$ cat src/rtl/i2cst_pkg.sv
package i2cst_pkg;
    typedef enum logic [2:0] {
        ST_IDLE,
        ST_ADDR,
        ST_ADDR_ACK,
        ST_HOLD_TX,
        ST_TX,
        ST_TX_ACK,
        ST_HOLD_END,
        ST_ERR
    } st_t;

    localparam logic [7:0] CODE_NONE     = 8'hF8;
    localparam logic [7:0] CODE_BUS_ERR  = 8'h00;
    localparam logic [7:0] CODE_SLA_RD   = 8'hA8;
    localparam logic [7:0] CODE_DATA_ACK = 8'hB8;
    localparam logic [7:0] CODE_DATA_NAK = 8'hC0;
    localparam logic [7:0] CODE_LAST_ACK = 8'hC8;
endpackage

$ cat src/rtl/i2cst_sync.sv
module i2cst_sync #(
    parameter int W      = 2,
    parameter int STAGES = 2
) (
    input  logic         clk,
    input  logic         rst_n,
    input  logic [W-1:0] d,
    output logic [W-1:0] q
);
    logic [STAGES-1:0][W-1:0] pipe;

    always_ff @(posedge clk or negedge rst_n) begin
        if (!rst_n) begin
            pipe <= '1;
        end else begin
            pipe[0] <= d;
            for (int s = 1; s < STAGES; s++) begin
                pipe[s] <= pipe[s-1];
            end
        end
    end

    assign q = pipe[STAGES-1];
endmodule

$ cat src/rtl/i2cst_cond.sv
module i2cst_cond (
    input  logic clk,
    input  logic rst_n,
    input  logic scl,
    input  logic sda,
    output logic scl_rise,
    output logic scl_fall,
    output logic start_det,
    output logic stop_det
);
    logic scl_p, sda_p;

    always_ff @(posedge clk or negedge rst_n) begin
        if (!rst_n) begin
            scl_p <= 1'b1;
            sda_p <= 1'b1;
        end else begin
            scl_p <= scl;
            sda_p <= sda;
        end
    end

    assign scl_rise  = scl && !scl_p;
    assign scl_fall  = !scl && scl_p;
    assign start_det = scl && scl_p && sda_p && !sda;
    assign stop_det  = scl && scl_p && !sda_p && sda;
endmodule

$ cat src/rtl/i2c_slave_tx.sv
module i2c_slave_tx
    import i2cst_pkg::*;
#(
    parameter int ADDR_W      = 7,
    parameter int DATA_W      = 8,
    parameter int SYNC_STAGES = 2
) (
    input  logic              clk,
    input  logic              rst_n,
    input  logic              scl_in,
    input  logic              sda_in,
    output logic              scl_drive_low,
    output logic              sda_drive_low,
    input  logic [ADDR_W-1:0] own_addr,
    input  logic              data_wr,
    input  logic [DATA_W-1:0] data_in,
    input  logic              ctrl_wr,
    input  logic              ctrl_ack_en,
    input  logic              ctrl_stop,
    input  logic              ctrl_flag_clr,
    output logic              irq_flag,
    output logic [7:0]        status_code,
    output logic              ack_en_out,
    output logic              stop_out
);
    localparam int ABITS = ADDR_W + 1;
    localparam int MAXB  = (ABITS > DATA_W) ? ABITS : DATA_W;
    localparam int CNT_W = $clog2(MAXB + 1);
    localparam logic [CNT_W-1:0] ADDR_DONE = CNT_W'(ABITS);
    localparam logic [CNT_W-1:0] DATA_LAST = CNT_W'(DATA_W - 1);

    logic [1:0] line_s;
    logic       scl_s, sda_s;
    logic       scl_rise, scl_fall, start_det, stop_det;

    i2cst_sync #(.W(2), .STAGES(SYNC_STAGES)) u_sync (
        .clk   (clk),
        .rst_n (rst_n),
        .d     ({scl_in, sda_in}),
        .q     (line_s)
    );
    assign scl_s = line_s[1];
    assign sda_s = line_s[0];

    i2cst_cond u_cond (
        .clk       (clk),
        .rst_n     (rst_n),
        .scl       (scl_s),
        .sda       (sda_s),
        .scl_rise  (scl_rise),
        .scl_fall  (scl_fall),
        .start_det (start_det),
        .stop_det  (stop_det)
    );

    st_t               state_q, st_d;
    logic [CNT_W-1:0]  cnt_q, cnt_d;
    logic [ABITS-1:0]  asr_q, asr_d;
    logic [DATA_W-1:0] tsr_q, tsr_d;
    logic [DATA_W-1:0] data_q, data_d;
    logic [7:0]        code_q, code_d;
    logic              flag_q, flag_d;
    logic              ack_en_q, ack_en_d;
    logic              stop_q, stop_d;
    logic              last_q, last_d;
    logic              mack_q, mack_d;

    logic addr_hit, active_st, bus_err, clr_req, recover;

    assign addr_hit  = (asr_q[ABITS-1:1] == own_addr) && asr_q[0] && ack_en_q;
    assign active_st = (state_q == ST_ADDR) || (state_q == ST_ADDR_ACK) ||
                       (state_q == ST_TX)   || (state_q == ST_TX_ACK);
    assign bus_err   = (start_det || stop_det) && active_st;
    assign clr_req   = ctrl_wr && ctrl_flag_clr && flag_q;
    assign recover   = clr_req && ctrl_stop;

    // next-state and register update logic
    always_comb begin
        st_d     = state_q;
        cnt_d    = cnt_q;
        asr_d    = asr_q;
        tsr_d    = tsr_q;
        data_d   = data_q;
        code_d   = code_q;
        flag_d   = flag_q;
        ack_en_d = ack_en_q;
        stop_d   = stop_q;
        last_d   = last_q;
        mack_d   = mack_q;

        if (data_wr) data_d = data_in;
        if (ctrl_wr) begin
            ack_en_d = ctrl_ack_en;
            stop_d   = ctrl_stop;
        end

        unique case (state_q)
            ST_IDLE: begin
                if (start_det) begin
                    st_d  = ST_ADDR;
                    cnt_d = '0;
                end
            end
            ST_ADDR: begin
                if (scl_rise) begin
                    asr_d = {asr_q[ABITS-2:0], sda_s};
                    cnt_d = cnt_q + CNT_W'(1);
                end else if (scl_fall && cnt_q == ADDR_DONE) begin
                    st_d = addr_hit ? ST_ADDR_ACK : ST_IDLE;
                end
            end
            ST_ADDR_ACK: begin
                if (scl_fall) begin
                    st_d   = ST_HOLD_TX;
                    flag_d = 1'b1;
                    code_d = CODE_SLA_RD;
                end
            end
            ST_HOLD_TX: begin
                if (clr_req) begin
                    flag_d = 1'b0;
                    st_d   = ST_TX;
                    tsr_d  = data_q;
                    cnt_d  = '0;
                    last_d = !ack_en_d;
                end
            end
            ST_TX: begin
                if (scl_fall) begin
                    tsr_d = {tsr_q[DATA_W-2:0], 1'b1};
                    cnt_d = cnt_q + CNT_W'(1);
                    if (cnt_q == DATA_LAST) st_d = ST_TX_ACK;
                end
            end
            ST_TX_ACK: begin
                if (scl_rise) begin
                    mack_d = !sda_s;
                end else if (scl_fall) begin
                    flag_d = 1'b1;
                    if (!mack_q) begin
                        code_d = CODE_DATA_NAK;
                        st_d   = ST_HOLD_END;
                    end else if (last_q) begin
                        code_d = CODE_LAST_ACK;
                        st_d   = ST_HOLD_END;
                    end else begin
                        code_d = CODE_DATA_ACK;
                        st_d   = ST_HOLD_TX;
                    end
                end
            end
            ST_HOLD_END: begin
                if (clr_req) begin
                    flag_d = 1'b0;
                    st_d   = ST_IDLE;
                end
            end
            ST_ERR: begin
                // only a recovery write leaves this state
            end
            default: st_d = ST_IDLE;
        endcase

        if (recover) begin
            st_d   = ST_IDLE;
            flag_d = 1'b0;
            stop_d = 1'b0;
        end
        if (bus_err) begin
            st_d   = ST_ERR;
            flag_d = 1'b1;
            code_d = CODE_BUS_ERR;
        end
    end

    // state register
    always_ff @(posedge clk or negedge rst_n) begin
        if (!rst_n) begin
            state_q  <= ST_IDLE;
            cnt_q    <= '0;
            asr_q    <= '0;
            tsr_q    <= '1;
            data_q   <= '0;
            code_q   <= CODE_NONE;
            flag_q   <= 1'b0;
            ack_en_q <= 1'b0;
            stop_q   <= 1'b0;
            last_q   <= 1'b0;
            mack_q   <= 1'b0;
        end else begin
            state_q  <= st_d;
            cnt_q    <= cnt_d;
            asr_q    <= asr_d;
            tsr_q    <= tsr_d;
            data_q   <= data_d;
            code_q   <= code_d;
            flag_q   <= flag_d;
            ack_en_q <= ack_en_d;
            stop_q   <= stop_d;
            last_q   <= last_d;
            mack_q   <= mack_d;
        end
    end

    // outputs
    always_comb begin
        sda_drive_low = 1'b0;
        scl_drive_low = 1'b0;
        unique case (state_q)
            ST_ADDR_ACK:             sda_drive_low = 1'b1;
            ST_TX:                   sda_drive_low = !tsr_q[DATA_W-1];
            ST_HOLD_TX, ST_HOLD_END: scl_drive_low = 1'b1;
            default: ;
        endcase
    end

    assign irq_flag    = flag_q;
    assign status_code = flag_q ? code_q : CODE_NONE;
    assign ack_en_out  = ack_en_q;
    assign stop_out    = stop_q;


    low_bits_zero_chk: assert property (@(posedge clk) disable iff (!rst_n)
        status_code[2:0] == 3'b000);


    stretch_hold_chk: assert property (@(posedge clk) disable iff (!rst_n)
        (flag_q && code_q != CODE_BUS_ERR) |-> scl_drive_low);


    err_release_chk: assert property (@(posedge clk) disable iff (!rst_n)
        (flag_q && code_q == CODE_BUS_ERR) |-> (!sda_drive_low && !scl_drive_low));


    err_code_chk: assert property (@(posedge clk) disable iff (!rst_n)
        bus_err |=> (flag_q && code_q == CODE_BUS_ERR));


    recover_chk: assert property (@(posedge clk) disable iff (!rst_n)
        recover |=> (!flag_q && !stop_q && !sda_drive_low && !scl_drive_low));
endmodule

$ cat config.mk
export PLATFORM = sky130hd
export DESIGN_NAME = i2c_slave_tx
export DESIGN_NICKNAME = d
export VERILOG_FILES = /design/src/rtl/i2cst_pkg.sv /design/src/rtl/i2cst_sync.sv /design/src/rtl/i2cst_cond.sv /design/src/rtl/i2c_slave_tx.sv
export SDC_FILE = /design/constraint.sdc
export NUM_CORES = 1
export LEC_CHECK = 0
export BUFFER_PORTS_ARGS = -buffer_cell sky130_fd_sc_hd__buf_4
export CAP_MARGIN = 25
export CORE_ASPECT_RATIO = 0.5
export CORE_MARGIN = 3
export CORE_UTILIZATION = 61
export CTS_CLUSTER_DIAMETER = 60
export DETAILED_ROUTE_END_ITERATION = 10
export GPL_TIMING_DRIVEN = 1
export PLACE_DENSITY = 0.85
export RECOVER_POWER = 25
export SLEW_MARGIN = 20
export SYNTH_ARGS = -nofsm -noshare
export SYNTH_HDL_FRONTEND = slang
export SYNTH_SLANG_ARGS = --single-unit
$ cat constraint.sdc
create_clock -name clk -period 3.4 [get_ports clk]
set_input_delay 0.34 -clock clk [delete_from_list [all_inputs] [get_ports clk]]
set_output_delay 0.34 -clock clk [all_outputs]
set_load 0.03 [all_outputs]
### After elaboration in Yosys (flattened, before gate mapping)

Cells that the tools add are included.

| storage, ports and cells | value |
|---|---|
| bits in registers | 50 |

| cells by class | value |
|---|---|
| add/sub/neg operators | 1 |
| equal/unequal tests | 27 |
| mux-type cells | 43 |
| reduce and logical (&&, ||, !) cells | 40 |

Operators with widths:

| kind | count |
|---|---|
| $mux 8 | 7 |
| $mux 3 | 14 |
| $ne 4x4->1 const B | 8 |
| $pmux 8 s2 | 2 |
| $pmux 3 s7 | 1 |
| $mux 4 | 4 |
| $pmux 4 s4 | 1 |
| $logic_and 1x1->1 | 14 |
| $mux 7 | 2 |
| $reduce_and 11->1 | 1 |
| $eq 3x3->1 const B | 3 |
| $mux 1 | 9 |
| $ne 3x3->1 const B | 3 |
| $reduce_bool 9->1 | 1 |
| $ne 2x2->1 const B | 4 |
| $ne 4x3->1 const B | 2 |
| $eq 7x7->1 | 1 |
| $eq 3x2->1 const B | 2 |
| $logic_not 1->1 | 6 |
| $reduce_and 2->1 | 3 |
| $reduce_and 3->1 | 2 |
| $reduce_and 5->1 | 1 |
| $reduce_bool 5->1 | 1 |
| $add 4x1->4 const B | 1 |
| 14 further kinds | 18 |

### Longest topological paths before layout

Gate-level depths: netlist of the first run.

| logic depth | value |
|---|---|
| depth after elaboration | 9 |
| gate-level depth with buffers | 7 |
| mapped depth without buffers | 6 |

### By module

From an unflattened synthesis of the first run, not the netlist that was laid out.

| unflattened totals | value |
|---|---|
| cell total of the unflattened synthesis | 221 |
| area, all modules | 2442.3 um2 |

By module, submodules not included:

| module | times used | cells each | area each (um2) |
|---|---|---|---|
| i2c_slave_tx | 1 | 209 | 2237.1 |
| i2cst_sync | 1 | 6 | 120.1 |
| i2cst_cond | 1 | 6 | 85.1 |

### Worst setup path before layout of the first run

OpenSTA, ideal clock, no wires.

| path | value |
|---|---|
| kind | register to register |
| from | register flag_q (netlist: irq_flag) |
| to | register state_q[2] |
| setup time | 0.136 ns |
| arrival | 1.642 ns |
| data required time | 3.264 ns |
| path slack | 1.621 ns |
| stages on the path, launching flop included | 7 |
| buffers on the path | 1 |
| clock period less this slack | 1.779 ns |
| cells stage by stage | dfrtp_1 > clkbuf_2 > and3_1 > a211o_1 > o2111ai_4 > a2111oi_1 > o31ai_1 |

| between the ends | value |
|---|---|
| word-level cells in the longest chain between the ends | 4 |
| elaborated cells on any way between the ends | 16 |
| those cells by class | eq/ne: 10; mux: 2; reduce/logical: 4 |

Ends and longest elaborated chain:

| what | RTL line | source |
|---|---|---|
| start: declaration | i2c_slave_tx.sv:62 | `logic flag_q, flag_d;` |
| start signal: assignment | i2c_slave_tx.sv:197 | `flag_q <= flag_d;` |
| $logic_and 1x1->1 (*) | i2c_slave_tx.sv:74 | `assign clr_req = ctrl_wr && ctrl_flag_clr && flag_q;` |
| $logic_and 1x1->1 | i2c_slave_tx.sv:75 | `assign recover = clr_req && ctrl_stop;` |
| $reduce_bool 9->1 (no source line), or another cell as far along | - |  |
| $reduce_and 11->1 (no source line) / $mux 3 (equally long branches) | - |  |
| end signal: assignment | i2c_slave_tx.sv:191 | `state_q <= st_d;` |
| end: declaration | i2c_slave_tx.sv:56 | `st_t state_q, st_d;` |

Every way passes the cells marked *; elsewhere a longest branch is shown, timed or not.
A chain may end at the register's enable or synchronous reset.

### Worst setup path after layout of the first run

| path | value |
|---|---|
| from | register state_q[1] |
| to | register state_q[2] |

| between the ends | value |
|---|---|
| word-level cells in the longest chain between the ends | 7 |
| elaborated cells on any way between the ends | 26 |
| those cells by class | eq/ne: 16; mux: 3; reduce/logical: 7 |

Ends and longest elaborated chain:

| what | RTL line | source |
|---|---|---|
| $eq 3x1->1 / $eq 3x2->1 (equally long branches) | i2c_slave_tx.sv:71, i2c_slave_tx.sv:97 |  |
| $logic_or 1x1->1 (2 in a row) | i2c_slave_tx.sv:71 | `assign active_st = (state_q == ST_ADDR) \|\| (state_q == ST_ADDR_ACK) \|\|` |
| $logic_or 1x1->1 | i2c_slave_tx.sv:72 | `(state_q == ST_TX) \|\| (state_q == ST_TX_ACK);` |
| $logic_and 1x1->1 | i2c_slave_tx.sv:73 | `assign bus_err = (start_det \|\| stop_det) && active_st;` |
| $reduce_bool 9->1 (no source line), or another cell as far along | - |  |
| $reduce_and 11->1 (no source line) | - |  |

Parallel ways exist; a longest one is shown, timed or not.

==> metrics, run 1 <==
status finished with violations; failing checks max-capacitance violations, max-slew violations; crit path max fanout 18; CTS root buffer clkbuf_8; Hold Path Origin scl_in; Setup-failing EPs final 0; kind of critical path register to register; Critical path destination state_q[2]; Worst R2R Start state_q[1]; VDD IR max 0.3372 mV; number of synthesized flops with an enable pin 0; family with the most delay on the worst path compound AO/OA/AOI/OAI gates; total grt overflow 0; Post-synth ARST share 1.000; Tot Pwr 2.297 mW; Ports 37; PostCTS Resize Cnt 0; Clock Sink Count 47; Final WS setup 1.139 ns; final worst path period need 2.261 ns; relative slew slack -0.5912; post-route ant nets 0; setup TNS 0 ns; first-pass GRT wire length 8121 um; reg2reg setup slack 1.14 ns; WP buf/inv 0; clk buf depth 2; arrival time at the worst endpoint 2.42 ns; placed insts 295; CTS tree built; die area 0.004838 mm^2; fraction of layout cells with a size suffix above 1 0.3254; sequential share of the synthesized area 0.4920; reg-to-reg endpoint state_q[2]; max-slew violations 48; Crit path depth 5; Crit. End Element register; Final Hold Vio Count 0; DP Worst Slack 1.172 ns; DRC viols 0; HPWL Detailed 3378 um; die height 50.71 um; FMAX 0.4423 GHz; Slowest cell on crit path dfrtp_1; Vias/cell 5.571; Synth top area share 0.2873; Nets 277; register area 0.001200 mm^2; dominant cells by area after synthesis dfrtp_1 (29%), dfstp_2 (20%), mux2_2 (7.9%); number of H-tree levels 2; number of fillers in the final layout 258; DRT iter0 DRCs 99; worst slew pin tran 2.387 ns; max-cap viol count 1; number of CTS-inserted buffers 5; vias in the first global route 1755; via count 1688; CP startpoint kind register; Worst-path clk slew 0.08 ns; RSZ-0062 raised after global routing false; DIE WIDTH 95.42 um; routability cong. 0.8220; Largest stage delay, worst path 0.74 ns; hold-fix buffers at CTS 0; pin count of the biggest net entering global routing 48; Initial Utilization 0.6732; fin crit share 0.6649; Pleak 1.201 nW; crit path cell chain or3b_1 -> o21ai_4 -> a21o_4 -> a2111oi_1 -> o31ai_1; Cell Area, Synth 0.002439 mm^2; Setup crit start state_q[1]; WL final 4565 um; skew final 0.004328 ns; DRT Pass-1 Iters 4; synthesis-to-finish area growth 12.72%; port buffer count 33; global-route usage over all layers 0.2186; pwr dens 835.5 mW/mm^2; Post-Synthesis Cells 221; worst skew pair latency 0.29 ns; total inserted antenna cells 0; Multi-input gate area 0.001134 mm^2; Hold Crit Class primary input to register; most area-hungry cell type in the Yosys netlist dfrtp_1; final core occ 0.7589; initial antenna violation count 0; Layout Cells excl Fill 303; routed length per instance 15.07 um; area of the core 0.003622 mm^2; WP data required 3.56 ns; R2R depth 5; Yosys reg bits 47; cell row count 15; Setup Buffers After CTS 0; Syn Area/Cell 11.03 um^2; Syn. warnings 0; Synth cell types 50; Primary FF master, synth dfrtp_1
==> where the power goes <==
part           total [mW]  internal [mW]  switching, mW
Clock               0.325          0.144          0.181
Combinational        1.02          0.446          0.571
Sequential          0.955          0.768          0.187
Total                2.30           1.36          0.938
==> cells in the final DEF (no fill, tap or decap), types with 6 or more instances in the layout <==
master    synthesis  routed
buf_4             5      30
dfrtp_1          28      28
dfstp_2          19      19
mux2_2           17      17
a21oi_1          15      15
nor2_1           15      15
nand2b_1         13      13
nand2_1          11      11
xnor2_1           8       8
mux2i_1           8       8
inv_1             6       6
o21ai_0           6       6
==> registers in the layout (all words and copies together), names as in the netlist, 2 cells and up <==
| register | cells |
|---|---|
| data_q | 8 |
| cnt_q | 4 |
| state_q | 3 |
| u_sync.pipe | 2 |
| tsr_q | 8 |
| u_sync.q | 2 |
| code_q | 5 |
| asr_q | 8 |
==> synthesized netlist by cell type (5+ instances only) <==
| library cell | n |
|---|---|
| dfstp_2 | 19 |
| dfrtp_1 | 28 |
| nand2b_1 | 13 |
| buf_4 | 5 |
| nor2_1 | 15 |
| xnor2_1 | 8 |
| nor2b_1 | 5 |
| mux2i_1 | 8 |
| o31ai_1 | 5 |
| nand2_1 | 11 |
| mux2_2 | 17 |
| o21ai_0 | 6 |
| inv_1 | 6 |
| a21oi_1 | 15 |
| o21ai_1 | 5 |
| nand3_1 | 5 |
==> cell type report <==
class / instances / share of cell area
clock buffers: 6 / 0.02640
well taps: 51 / 0.02321
multi-input cells: 158 / 0.4124
clock inverters: 2 / 0.004552
flip-flops and latches: 47 / 0.4365
repair buffers: 33 / 0.08876
inverters: 6 / 0.008193
==> logic make-up (layout without fill, tap and decap cells) <==
kind of cell,count (synthesis),after routing,share of synthesized area
buffers and inverters,18,47,0.04617
xor gates and xnor gates,9,9,0.03233
AOI/OAI and AO/OA,49,49,0.1509
DFF,47,47,0.4920
adders and majority gates,2,2,0.01026
other,1,3,0.001538
and+or+nand+nor,70,70,0.1555
muxes,25,25,0.1113
==> metrics by stage <==
stage	hold WS [ns]	cell area (um^2)
global placement	0.3468	2668
floorplan	0.04441	2446
global route	0.1336	2749
finish	0.1522	2749
detailed placement	0.3516	2668
CTS	0.05489	2753
==> routing by layer <==
metal  wire [um]  global-route usage  vias to the layer above
li1            -                   -                      838
met1        2182              0.3072                      805
met2        2099              0.3384                       41
met3         256             0.05240                        4
met4          26             0.06368                        0
met5           0                   0                        -
==> worst min path at each step <==
stage                      to  slack, ns  cells past startpoint
6_report       u_sync.pipe[1]       0.15                      1
5_1_grt        u_sync.pipe[0]       0.13                      1
4_1_cts                last_q       0.05                      1
3_5_place_dp      u_sync.q[1]       0.35                      0
3_3_place_gp      u_sync.q[0]       0.35                      0
2_1_floorplan      ack_en_out       0.04                      0
No activity file was read; power rests on OpenSTA's default activity.
==> run 2: changes to the inputs <==
--- a/config.mk
+++ b/config.mk
@@ -5,15 +5,16 @@
 export SDC_FILE = /design/constraint.sdc
 export NUM_CORES = 1
 export LEC_CHECK = 0
+export ABC_AREA = 1
 export BUFFER_PORTS_ARGS = -buffer_cell sky130_fd_sc_hd__buf_4
 export CAP_MARGIN = 25
 export CORE_ASPECT_RATIO = 0.5
 export CORE_MARGIN = 3
-export CORE_UTILIZATION = 61
+export CORE_UTILIZATION = 51
 export CTS_CLUSTER_DIAMETER = 60
 export DETAILED_ROUTE_END_ITERATION = 10
 export GPL_TIMING_DRIVEN = 1
-export PLACE_DENSITY = 0.85
+export PLACE_DENSITY = 0.76
 export RECOVER_POWER = 25
 export SLEW_MARGIN = 20
 export SYNTH_ARGS = -nofsm -noshare
==> constraint.sdc (replaced) <==
create_clock -name clk -period 2 [get_ports clk]
set_input_delay 0.2 -clock clk [delete_from_list [all_inputs] [get_ports clk]]
set_output_delay 0.2 -clock clk [all_outputs]
set_load 0.03 [all_outputs]
==> run 2 against run 1 <==
  * The run now ends clean
  * Design area grew 3.2%
  * Clock skew is 0.0017 ns lower
  * Clock-buffer cell count decreased by 1
  * Sequential cell count unchanged
  * Register-to-register slack worse by 0.84 ns
  * Area after synthesis down 0.72%
  * Critical path depth decreased by 1
  * Worst setup slack got worse by 0.88 ns
  * Die area rose by 17%
  * Critical endpoint is now sda_drive_low
  * Largest cell class unchanged
==> metrics, run 2 <==
DRT iter0 DRCs 76 (-23%); pin count of the biggest net entering global routing 48 (unchanged); sequential share of the synthesized area 0.4956 (+0.003560); max-slew violations 0 (-100%); main combinational cell family by area after synthesis simple AND/OR/NAND/NOR gates; Hold Path Origin data_in[6]; placed insts 384 (+30%); relative slew slack 0.2676 (+0.8589); Layout Cells excl Fill 395 (+30%); first-pass GRT wire length 7997 um (-1.5%); fraction of layout cells with a size suffix above 1 0.2644 (-0.06096); VDD IR max 0.4902 mV (+45%); R2R depth 7 (+2); total grt overflow 0 (unchanged); Synth Area in Simple Gates 0.2238 (+0.06831); Nets 354 (+28%); Worst-path clk slew 0.08 ns (about the same); CP startpoint kind register; via count 1949 (+15%); Final WS setup 0.2619 ns (-0.8774 ns); most common cell after layout, fill and taps aside nand2_1; vias in the first global route 1865 (+6.3%); most area-hungry cell type in the Yosys netlist dfrtp_1; final worst path period need 1.738 ns; Min-Delay Endpoint data_q[6]; CTS tree built; Initial Utilization 0.5394 (-0.1338); Worst R2R Start state_q[1]; Primary FF master, synth dfrtp_1; Clock Sink Count 47 (unchanged); area of the core 0.004488 mm^2 (+24%); cell row count 17 (+2); fin crit share 0.8690; Vias/cell 4.934 (-11%); synthesis-to-finish area growth 17.16%; CTS root buffer clkbuf_8; RSZ-0062 raised after global routing false; WHS Path Cells 2 (+1); setup TNS 0 ns (unchanged); total inserted antenna cells 0 (unchanged); worst slew pin tran 1.099 ns (-1.288 ns); pwr dens 1255 mW/mm^2 (+50%); Largest regs asr_q (8), data_q (8), tsr_q (8); kind of critical path register to output port; reg2reg setup slack 0.30 ns (-0.84 ns); final core occ 0.6320 (-0.1269); Synth top area share 0.2894 (+0.002079); dominant cells by area after synthesis dfrtp_1 (29%), dfstp_2 (21%), nand2_1 (13%); Synth cell types 39 (-22%); reg-to-reg endpoint tsr_q[2]; Syn. warnings 0 (unchanged); Crit. End Element output port; crit path max fanout 6 (-12); Ports 37 (unchanged); global-route usage over all layers 0.1892 (-0.02943); port buffer count 33 (unchanged); Final Hold Vio Count 0 (unchanged); DP Worst Slack 0.3208 ns (-0.8514 ns); post-synthesis compound-gate area fraction 0.1256 (-0.02527); WP data required 1.80 ns (-1.76 ns); most frequent cells in the layout nand2_1 (81), inv_1 (40), buf_4 (31); Post-synth ARST share 1.000 (unchanged); Setup-failing EPs final 0 (unchanged); clk buf depth 2 (unchanged); post-synthesis adder-cell area fraction 0.01034 (+0.00007424); Synth Area in XOR/XNOR 0.01085 (-0.02147); FMAX 0.5753 GHz; most numerous cell in the Yosys netlist nand2_1; Syn Area/Cell 8.377 um^2 (-24%); status finished, final reports clean; die height 54.72 um (+7.9%); DRT Pass-1 Iters 4 (unchanged); routed length per instance 11.89 um (-21%); Pleak 1.370 nW (+14%); post-route ant nets 0 (unchanged); number of CTS-inserted buffers 5 (unchanged); worst skew pair latency 0.30 ns (about the same); die area 0.005660 mm^2 (+17%); routability cong. 0.9161 (+11%); number of synthesized flops with an enable pin 0 (unchanged); max-cap viol count 0 (-1); PostCTS Resize Cnt 0 (unchanged); number of H-tree levels 2 (unchanged); arrival time at the worst endpoint 1.54 ns (-0.88 ns); DRC viols 0 (unchanged); WL final 4695 um (+2.8%); Hold Crit Class primary input to register; number of fillers in the final layout 409 (+59%); skew final 0.002579 ns (-0.001750 ns); Cell Area, Synth 0.002421 mm^2 (-0.72%); DIE WIDTH 103.4 um (+8.4%); HPWL Detailed 3652 um (+8.1%); most frequent cells after synthesis nand2_1 (81), inv_1 (40), dfrtp_1 (28); Yosys reg bits 47 (unchanged); Post-Synthesis Cells 289 (+31%); initial antenna violation count 0 (unchanged); mux contribution to synthesized area 0.03721 (-0.07413)
## run 2: what timing repair did
action | CTS | global route
buffers inserted | 0 | 0
hold buffers | 3 | 0
endpoints found under the hold margin | 30 | 0
## run 2: logic make-up after synthesis
group	after synthesis
and+or+nand+nor	120
buffers and inverters	56
AOI/OAI and AO/OA	52
DFF	47
muxes	8
xor gates and xnor gates	3
adders and majority gates	2
other	1
## run 2: power by group
| group | internal [mW] | leakage (nW) | switching (mW) |
|---|---|---|---|
| Sequential | 1.30 | 0.553 | 0.187 |
| Clock | 0.243 | 0.0402 | 0.316 |
| Combinational | 0.539 | 0.777 | 0.975 |
## run 2: per-layer routing
metal | global-route usage | vias up | part of all wire
li1 | - | 990 | -
met1 | 0.2221 | 900 | 0.44
met2 | 0.3344 | 47 | 0.48
met3 | 0.04835 | 12 | 0.051
met4 | 0.08387 | 0 | 0.022
met5 | 0 | - | 0
## run 2: how the worst max path moves through the flow
stage                     cells past startpoint            end  slack (ns)  startpoint
after floorplan                               3  sda_drive_low        0.41  state_q[1]
after CTS                                     4  sda_drive_low        0.24  state_q[1]
final                                         4  sda_drive_low        0.26  state_q[1]
after global routing                          7       tsr_q[1]        0.11  state_q[1]
after detailed placement                      7       tsr_q[2]        0.32  state_q[1]
after global placement                        7       tsr_q[4]        0.33  state_q[1]
## run 2: cell type report
type                    count  area [um^2]  share of cell area
inverters                  49        183.9             0.06484
multi-input cells         188        998.5              0.3520
clock buffers               5        68.82             0.02426
flip-flops and latches     47         1200              0.4230
repair buffers             37        282.8             0.09969
well taps                  66        82.58             0.02911
clock inverters             3        20.02            0.007058
## run 2: per-stage QoR
stage	hold WS [ns]	power, mW	area [um^2]
2_1_floorplan	-0.09559	2.612	2429
6_report	0.1251	3.560	2836
3_3_place_gp	0.2317	2.971	2720
4_1_cts	0.1156	3.593	2839
3_5_place_dp	0.2336	3.021	2720
5_1_grt	0.1121	3.878	2836
## run 2: critical path, stage by stage, from the launching register on
cell and delay [ns]:
dfrtp_1 0.47, inv_2 0.15, nand3_2 0.18, o21ai_0 0.24, buf_4 0.20
